**src/rtl/hbus_pkg.sv**
```systemverilog
package hbus_pkg;
    localparam int NCH = 4;
    localparam int DW  = 8;
    localparam int AW  = 3;
    localparam int CHW = $clog2(NCH);
    localparam int NREG = 1 << AW;

    typedef enum logic {
        STYLE_SELDIR = 1'b0,
        STYLE_STROBE = 1'b1
    } bus_style_e;

    typedef struct packed {
        logic           rd;
        logic           wr;
        logic           multi;
        logic [CHW-1:0] chan;
    } access_t;

    function automatic logic [CHW-1:0] first_low(input logic [NCH-1:0] sel_n);
        logic [CHW-1:0] idx;
        idx = '0;
        for (int i = NCH - 1; i >= 0; i--) begin
            if (!sel_n[i]) idx = CHW'(i);
        end
        return idx;
    endfunction

    function automatic int unsigned low_count(input logic [NCH-1:0] sel_n);
        int unsigned n;
        n = 0;
        for (int i = 0; i < NCH; i++) begin
            if (!sel_n[i]) n++;
        end
        return n;
    endfunction
endpackage

```
**src/rtl/hbus_decode.sv**
```systemverilog
module hbus_decode
    import hbus_pkg::*;
#(
    parameter int NC  = NCH,
    parameter int CW  = CHW
) (
    input  bus_style_e      style,
    input  logic [NC-1:0]   sel_n,
    input  logic            rd_n,
    input  logic            wr_n,
    input  logic            rw_n,
    input  logic [CW-1:0]   chan_addr,
    output access_t         acc
);
    logic any_sel;
    logic strobe_any;

    always_comb begin
        acc        = '0;
        any_sel    = ~&sel_n;
        strobe_any = ~rd_n | ~wr_n;
        if (style == STYLE_STROBE) begin
            acc.chan  = first_low(sel_n);
            acc.rd    = any_sel & ~rd_n & wr_n;
            acc.wr    = any_sel & ~wr_n & rd_n;
            acc.multi = strobe_any & (low_count(sel_n) > 1);
        end else begin
            acc.chan  = chan_addr;
            acc.rd    = ~sel_n[0] & rw_n;
            acc.wr    = ~sel_n[0] & ~rw_n;
            acc.multi = 1'b0;
        end
    end
endmodule

```
**src/rtl/hbus_wrcap.sv**
```systemverilog
module hbus_wrcap
    import hbus_pkg::*;
#(
    parameter int NC = NCH,
    parameter int W  = DW,
    parameter int A  = AW
) (
    input  logic          clk,
    input  logic          rst,
    input  access_t       acc,
    input  logic [A-1:0]  off_in,
    input  logic [W-1:0]  data_in,
    output logic [NC-1:0] wr_en,
    output logic [A-1:0]  wr_off,
    output logic [W-1:0]  wr_data
);
    logic           act_q;
    logic [CHW-1:0] chan_q;
    logic           commit;

    always_ff @(posedge clk) begin
        if (rst) begin
            act_q   <= 1'b0;
            chan_q  <= '0;
            wr_off  <= '0;
            wr_data <= '0;
        end else begin
            act_q <= acc.wr;
            if (acc.wr) begin
                chan_q  <= acc.chan;
                wr_off  <= off_in;
                wr_data <= data_in;
            end
        end
    end

    assign commit = act_q & ~acc.wr;

    always_comb begin
        wr_en = '0;
        for (int i = 0; i < NC; i++) begin
            wr_en[i] = commit & (chan_q == CHW'(i));
        end
    end

    a_r2_single_pulse: assert property (@(posedge clk) disable iff (rst)
        (|wr_en) |=> (wr_en == '0));
    a_r2_onehot_write: assert property (@(posedge clk) disable iff (rst)
        $onehot0(wr_en));
    a_r5_no_pulse_while_held: assert property (@(posedge clk) disable iff (rst)
        acc.wr |-> (wr_en == '0));
endmodule

```
**src/rtl/hbus_regstub.sv**
```systemverilog
module hbus_regstub #(
    parameter int W = 8,
    parameter int A = 3
) (
    input  logic         clk,
    input  logic         rst,
    input  logic         we,
    input  logic [A-1:0] waddr,
    input  logic [W-1:0] wdata,
    input  logic [A-1:0] raddr,
    output logic [W-1:0] rdata
);
    localparam int DEPTH = 1 << A;
    logic [W-1:0] mem [DEPTH];

    always_ff @(posedge clk) begin
        if (rst) begin
            for (int i = 0; i < DEPTH; i++) mem[i] <= '0;
        end else if (we) begin
            mem[waddr] <= wdata;
        end
    end

    assign rdata = mem[raddr];
endmodule

```
**src/rtl/hbus_quad_front.sv**
```systemverilog
module hbus_quad_front
    import hbus_pkg::*;
(
    input  logic            clk,
    input  logic            style_strobe,
    input  logic            rst_pin,
    input  logic [NCH-1:0]  sel_n,
    input  logic            rd_n,
    input  logic            wr_n,
    input  logic            rw_n,
    input  logic [AW+CHW-1:0] addr,
    input  logic [DW-1:0]   data_in,
    output logic [DW-1:0]   data_out,
    output logic            data_oe,
    input  logic [NCH-1:0]  chan_irq,
    output logic [NCH-1:0]  int_out,
    output logic [NCH-1:0]  reg_rd_en,
    output logic [NCH-1:0]  reg_wr_en,
    output logic [AW-1:0]   reg_off,
    output logic [DW-1:0]   reg_wdata,
    output logic            multi_sel
);
    bus_style_e     style;
    logic           core_rst;
    access_t        acc;
    logic [AW-1:0]  wr_off;
    logic [DW-1:0]  rdata [NCH];

    assign style    = bus_style_e'(style_strobe);
    assign core_rst = (style == STYLE_STROBE) ? rst_pin : ~rst_pin;

    hbus_decode #(.NC(NCH), .CW(CHW)) u_dec (
        .style     (style),
        .sel_n     (sel_n),
        .rd_n      (rd_n),
        .wr_n      (wr_n),
        .rw_n      (rw_n),
        .chan_addr (addr[AW+CHW-1:AW]),
        .acc       (acc)
    );

    hbus_wrcap #(.NC(NCH), .W(DW), .A(AW)) u_wr (
        .clk     (clk),
        .rst     (core_rst),
        .acc     (acc),
        .off_in  (addr[AW-1:0]),
        .data_in (data_in),
        .wr_en   (reg_wr_en),
        .wr_off  (wr_off),
        .wr_data (reg_wdata)
    );

    for (genvar g = 0; g < NCH; g++) begin : g_chan
        assign reg_rd_en[g] = acc.rd & (acc.chan == CHW'(g));
        hbus_regstub #(.W(DW), .A(AW)) u_stub (
            .clk   (clk),
            .rst   (core_rst),
            .we    (reg_wr_en[g]),
            .waddr (wr_off),
            .wdata (reg_wdata),
            .raddr (addr[AW-1:0]),
            .rdata (rdata[g])
        );
    end

    assign reg_off   = (|reg_wr_en) ? wr_off : addr[AW-1:0];
    assign data_oe   = acc.rd;
    assign data_out  = acc.rd ? rdata[acc.chan] : '0;
    assign multi_sel = acc.multi;

    always_comb begin
        if (style == STYLE_STROBE) begin
            int_out = chan_irq;
        end else begin
            int_out    = '0;
            int_out[0] = ~|chan_irq;
        end
    end

    a_r6_oe_needs_enable: assert property (@(posedge clk) disable iff (core_rst)
        data_oe |-> $onehot(reg_rd_en));
    a_r6_idle_bus_zero: assert property (@(posedge clk) disable iff (core_rst)
        !data_oe |-> (data_out == '0 && reg_rd_en == '0));
    a_r8_unused_irq_low: assert property (@(posedge clk) disable iff (core_rst)
        (style == STYLE_SELDIR) |-> (int_out[NCH-1:1] == '0));
    a_r3_multi_only_strobe: assert property (@(posedge clk) disable iff (core_rst)
        multi_sel |-> (style == STYLE_STROBE && low_count(sel_n) > 1));
endmodule

```
**config.mk**
```make
export PLATFORM = sky130hd
export DESIGN_NAME = hbus_quad_front
export DESIGN_NICKNAME = d
export VERILOG_FILES = /design/src/rtl/hbus_pkg.sv /design/src/rtl/hbus_decode.sv /design/src/rtl/hbus_wrcap.sv /design/src/rtl/hbus_regstub.sv /design/src/rtl/hbus_quad_front.sv
export SDC_FILE = /design/constraint.sdc
export NUM_CORES = 1
export LEC_CHECK = 0
export BUFFER_PORTS_ARGS = -buffer_cell sky130_fd_sc_hd__buf_2
export CORE_UTILIZATION = 50
export DETAILED_ROUTE_END_ITERATION = 8
export PLACE_DENSITY = 0.75
export SYNTH_ARGS = -nofsm -noshare
export SYNTH_HDL_FRONTEND = slang
export SYNTH_SLANG_ARGS = --single-unit
```
**constraint.sdc**
```tcl
create_clock -name clk -period 4.75 [get_ports clk]
set_input_delay 0.2375 -clock clk [delete_from_list [all_inputs] [get_ports clk]]
set_output_delay 0.2375 -clock clk [all_outputs]
set_load 0.03 [all_outputs]
```
# ---- Word level (Yosys, flattened, before mapping)
# Memory sizes are Yosys's and may differ from the RTL's.
# Cells that the tools add are included.
dict set report totals {
  regBits 14
  mem_bits_rw 256
  in_bits 27
  output_inout_bits 33
  elab_cells 100
  n_memories 4
}
# name depth width rd rd_ports_with_merged_regs write_ports line_no
set memory_table {}
lappend memory_table {{g_chan[0].u_stub.mem} 8 8 1 0 8 hbus_regstub.sv:14} ;# logic [W-1:0] mem [DEPTH];
lappend memory_table {{g_chan[1].u_stub.mem} 8 8 1 0 8 hbus_regstub.sv:14}
lappend memory_table {{g_chan[2].u_stub.mem} 8 8 1 0 8 hbus_regstub.sv:14}
lappend memory_table {{g_chan[3].u_stub.mem} 8 8 1 0 8 hbus_regstub.sv:14}
dict set report op_classes {
  addsub 3
  n_lt_le_gt_ge 2
  n_eq_ne 6
  muxes 46
  n_bitwise 24
  n_reduce_logical 11
}
# operator n
set ops {}
lappend ops {{$mux 32} 7}
lappend ops {{$add 32x1->32 const B} 3}
lappend ops {{$mux 8} 7}
lappend ops {{$gt 32x1->1 const B} 1}
lappend ops {{$reduce_or 8->1} 4}
lappend ops {{$mux 1} 20}
lappend ops {{$and 1x1->1} 16}
lappend ops {{$bmux 8 s2} 1}
lappend ops {{$mux 3} 5}
lappend ops {{$eq 2x2->1 const B} 4}
lappend ops {{$mux 2} 4}
lappend ops {{$reduce_or 4->1} 2}
lappend ops {{$not 1->1} 6}
lappend ops {{$mux 5} 1}
lappend ops {{$eq 2x1->1 const B} 2}
lappend ops {{$logic_not 2->1} 2}
lappend ops {{$mux 4} 1}
lappend ops {{$reduce_and 4->1} 1}
lappend ops {{$ge 3x3->1 const B} 1}
lappend ops {{$not 2->3} 1}
lappend ops {{$logic_not 1->1} 2}
lappend ops {{$or 1x1->1} 1}

# ---- Logic depth before layout (Yosys ltp)
dict set report logic_depth {
  word_depth 22
  depth_mapped 9
  depth_no_buf 8
}

# ---- Modules after synthesis
# From an unflattened synthesis, not the netlist that was laid out.
dict set report hier_totals {
  hier_cells 904
  area_unflattened_um2 13131.3
}
# mod instances cells_per_inst area_per_inst_um2 seq_area_each_um2
set by_module_without_submodules {}
lappend by_module_without_submodules {{hbus_regstub at g_chan[1].u_stub ...} 3 193 2997.9 1921.8}
lappend by_module_without_submodules {{hbus_regstub at g_chan[0].u_stub} 1 193 2991.6 1921.8}
lappend by_module_without_submodules {hbus_wrcap 1 51 530.5 280.3}
lappend by_module_without_submodules {hbus_quad_front 1 45 365.4 0.0}
lappend by_module_without_submodules {hbus_decode 1 36 250.2 0.0}

# ---- Least setup slack after synthesis
# No wires, ideal clock.
dict set report synth_timing {
  kind {input -> output}
  start {input style_strobe}
  end {output data_out[0]}
  arrival_time_ns 2.148
  t_required_ns 4.513
  slack_ns 2.365
  stages 6
  n_path_buf 2
  cell_sequence {buf_4 > nand2_1 > a21oi_1 > buf_2 > o41ai_1 > nor4_1}
}
dict set report synth_between {
  elab_chain_len 6
}
# item line_no
set synth_lines {}
lappend synth_lines {{from (decl)} hbus_quad_front.sv:5} ;# input logic style_strobe,
lappend synth_lines {{$mux 5 *} hbus_decode.sv:22} ;# if (style == STYLE_STROBE) begin
lappend synth_lines {{$not 2->3 (implied by the code)} hbus_quad_front.sv:68} ;# assign data_out = acc.rd ? rdata[acc.chan] : '0;
lappend synth_lines {{$bmux 8 s2} hbus_quad_front.sv:68}
lappend synth_lines {{$mux 8 (implied by the code) (2 in a row)} hbus_quad_front.sv:68}
lappend synth_lines {{$mux 8 *} hbus_quad_front.sv:68}
lappend synth_lines {{to (decl)} hbus_quad_front.sv:13} ;# output logic [DW-1:0] data_out,
# Every way passes the cells marked *; elsewhere a longest branch is shown, timed or not. The select of a mux whose other input is x is not followed.

# ---- Worst setup path after layout
dict set report layout_timing {
  start {input sel_n[0]}
  end {output reg_off[0]}
}
dict set report layout_between {
  elab_chain_len 10
  elab_cells_between_ends 15
  cone_classes {2 x mux; 10 x bitwise; 3 x reduce/logical}
}
# item line_no
set layout_lines {}
lappend layout_lines {{from (decl)} hbus_quad_front.sv:7} ;# input logic [NCH-1:0] sel_n,
lappend layout_lines {{$reduce_and 4->1} hbus_decode.sv:20} ;# any_sel = ~&sel_n;
lappend layout_lines {{$logic_not 1->1} hbus_decode.sv:20}
lappend layout_lines {{$and 1x1->1 (2 in a row)} hbus_decode.sv:25} ;# acc.wr = any_sel & ~wr_n & rd_n;
lappend layout_lines {{$mux 5 *} hbus_decode.sv:22}
lappend layout_lines {{$not 1->1 *} hbus_wrcap.sv:37} ;# assign commit = act_q & ~acc.wr;
lappend layout_lines {{$and 1x1->1 *} hbus_wrcap.sv:37}
lappend layout_lines {{$and 1x1->1} hbus_wrcap.sv:42} ;# wr_en[i] = commit & (chan_q == CHW'(i));
lappend layout_lines {{$reduce_or 4->1 *} hbus_quad_front.sv:66} ;# assign reg_off = (|reg_wr_en) ? wr_off : addr[AW-1:0];
lappend layout_lines {{$mux 3 *} hbus_quad_front.sv:66}
lappend layout_lines {{to (decl)} hbus_quad_front.sv:19} ;# output logic [AW-1:0] reg_off,
# Every way passes the cells marked *; elsewhere a longest branch is shown, timed or not.

==> results.cfg <==
[finish]
area_growth_pct = 11.9
regArea_um2 = 7970
fin_util = 0.568
stdcell_area_um2 = 14800
fin_nets = 1039
drive_gt1_frac = 0.189
multiInputGateArea_um2 = 4830
fillers = 2025
diodes = 0

[synthesis]
synth_top_area_share = 0.582
synth-seq-area-share = 0.604
synth_nets = 1004
synth_edf_count = 256
synth.most_common_cell = and2_1
synth_common_cells = 262 x and2_1, 256 x edfxtp_1, 65 x mux2i_1
synthArstFlopShare = 0
ys_seq_elements = 270
synthCells = 972
syn_area_um2 = 13200
synth_cell_type_count = 51
synthTopCellsByArea = edfxtp_1 58%, and2_1 12%, mux4_2 5.5%
synth_warnings = 0
syn_area_per_cell_um2 = 13.6
synth_top_area_cell = edfxtp_1
ys.flop_type = edfxtp_1

[power]
clkPwrFrac = 0.414
p_per_area_nw_per_um2 = 398
peakVddDrop_v = 0.000286
p_int_mw = 4.48
seqPwrFrac = 0.492
pwr-share-comb = 0.094
power.leakage_nw = 5.47
p_sw_frac = 0.237
netSwitchingPower_mw = 1.39

[floorplan]
die_height_um = 164
fp-row-count = 59
initial_core_util = 0.508
io_pins = 60
fp.dieArea_um2 = 27000
die_w_um = 164
core_area_um2 = 26000

[sta]
worst_slack_ns = 1.64
final_hold_viol_count = 0
rsz0062_at_grt = false
finClkSkew_ns = 0.0240
min_period_ns = 3.11
min_period_over_period = 0.654
setup_violations = 0
fmax_mhz = 322
tns_ns = 0
slew_headroom = 0.220
maxSlewViolCount = 0
tightest_slew_ns = 1.17

[global_route]
grt_usage = 0.241
antenna_found_initial = 0
grt_max_degree = 59
grt_remaining_overflow = 0
grt_pass1_wl_um = 47400
grt_pass1_vias = 7757

[clock_tree]
htree_levels = 1
insertion_delay_ns = 0.57
post_cts_buffers = 0
cts_resized = 0
clock-root-buffer = clkbuf_16
cts_buffer_depth = 3
cts-hold-fix-buffers = 8
numCtsBuffers = 29
clock_sinks = 270
cts_tree = yes
path_clk_slew_ns = 0.06

[placement]
gp_congestion = 0.912
placed_area_um2 = 13700
pre_cts_ws_ns = 1.51
port-buffer-count = 59
dp_hpwl_um = 21300

[worst_setup_path]
r2r_cells = 3
crit_path_end_kind = output port
r2r_end = g_chan[0].u_stub.mem[3][5]
rrSetupSlack_ns = 1.79
startpoint_type = input pin
reg2reg_from = u_wr.act_q
criticalPathCategory = input pin to output port
crit_fanout = 14
cp.required_ns = 4.51
arrival_ns = 2.87

[hold_path]
hp-class = input pin to register
hold-path-cell-count = 4
hold_start = rst_pin
min_to = u_wr.act_q

[detailed_routing]
wire_per_inst_um = 23.7
drtIter0Drc = 1134
antenna_left = 0
wl_um = 32300
post-route-drc-count = 0
drt_first_pass_iters = 6
vias = 8235
via_per_inst = 6.03

[status]
status = completed

[run]
drv_cap = 0
critical path: stages:
cell,delay [ns]
buf_2,0.20
ha_1,0.20
and3_1,0.60
o32a_1,0.74
nand2_1,0.35
mux2_2,0.35
buf_2,0.18
cell families after synthesis:
| logic type | Yosys count | synth area share |
|---|---|---|
| compound gates | 123 | 0.0720 |
| fa+ha+maj | 5 | 0.00474 |
| mux | 116 | 0.120 |
| buf+inv | 83 | 0.0302 |
| flops | 270 | 0.604 |
| xor+xnor | 4 | 0.00408 |
| simple gates | 371 | 0.165 |
stage by stage:
| stage | total power, mW | hold slack, ns | cells |
|---|---|---|---|
| after floorplan | 3.26 | 0.378 | 972 |
| after global placement | 3.46 | 0.478 | 1303 |
| after detailed placement | 3.47 | 0.480 | 1303 |
| after CTS | 5.88 | 0.206 | 1365 |
| after global routing | 6.02 | 0.261 | 1365 |
| final | 5.87 | 0.225 | 1365 |
how the worst max path moves through the flow:
stage	startpoint	endpoint	slack [ns]	cells after the start
global route	sel_n[0]	reg_off[0]	1.48	7
global placement	style_strobe	g_chan[3].u_stub.mem[5][1]	1.63	4
finish	sel_n[0]	reg_off[0]	1.64	7
floorplan	style_strobe	data_out[0]	2.36	6
CTS	sel_n[0]	reg_off[0]	1.67	7
detailed placement	style_strobe	g_chan[0].u_stub.mem[1][0]	1.51	4
placed cells by master, fill, tap and decap left out, drive strengths merged, types with 5 or more instances in the layout:
master / Yosys / routed
a22oi: 32 / 32
bufinv: 0 / 7
mux2: 19 / 19
inv: 4 / 6
clkinv: 1 / 11
nor2: 40 / 40
nand2: 28 / 28
a211oi: 5 / 5
o41ai: 8 / 8
and2: 262 / 262
o21ai: 33 / 33
ha: 5 / 5
mux4: 32 / 32
edfxtp: 256 / 256
o2111ai: 8 / 8
nor4: 16 / 16
mux2i: 65 / 65
dfxtp: 14 / 14
a221oi: 14 / 14
nor2b: 8 / 8
a21oi: 12 / 12
buf: 38 / 74
dlygate4sd3: 0 / 8
clkbuf: 40 / 35
flip-flops by register name, summed over array words and instances, names as in the netlist:
signal,flops
g_chan.u_stub.mem,256
u_wr.act_q,1
u_wr.chan_q,2
u_wr.wr_data,8
u_wr.wr_off,3
metal layers:
metal,wire [um],vias up,global-route usage
li1,-,3670,-
met2,14600,435,0.370
met5,0,-,0
met4,1520,0,0.104
met3,2980,85,0.0445
met1,13200,4045,0.338
layout make-up:
cell class,count,area share
flip-flops and latches,270,0.540
multi-input cells,619,0.327
clock buffers,35,0.0507
repair buffers,82,0.0334
well taps,335,0.0284
clock inverters,19,0.0192
inverters,5,0.00127
power by group through the flow:
stage / logic [mW] / clock network, mW / registers, mW
global placement: 0.527 / 0 / 2.93
detailed placement: 0.537 / 0 / 2.94
CTS: 0.545 / 2.45 / 2.89
floorplan: 0.383 / 0 / 2.88
global route: 0.582 / 2.54 / 2.90
finish: 0.551 / 2.43 / 2.89
Note: power is estimated with default switching activity, not from simulation.
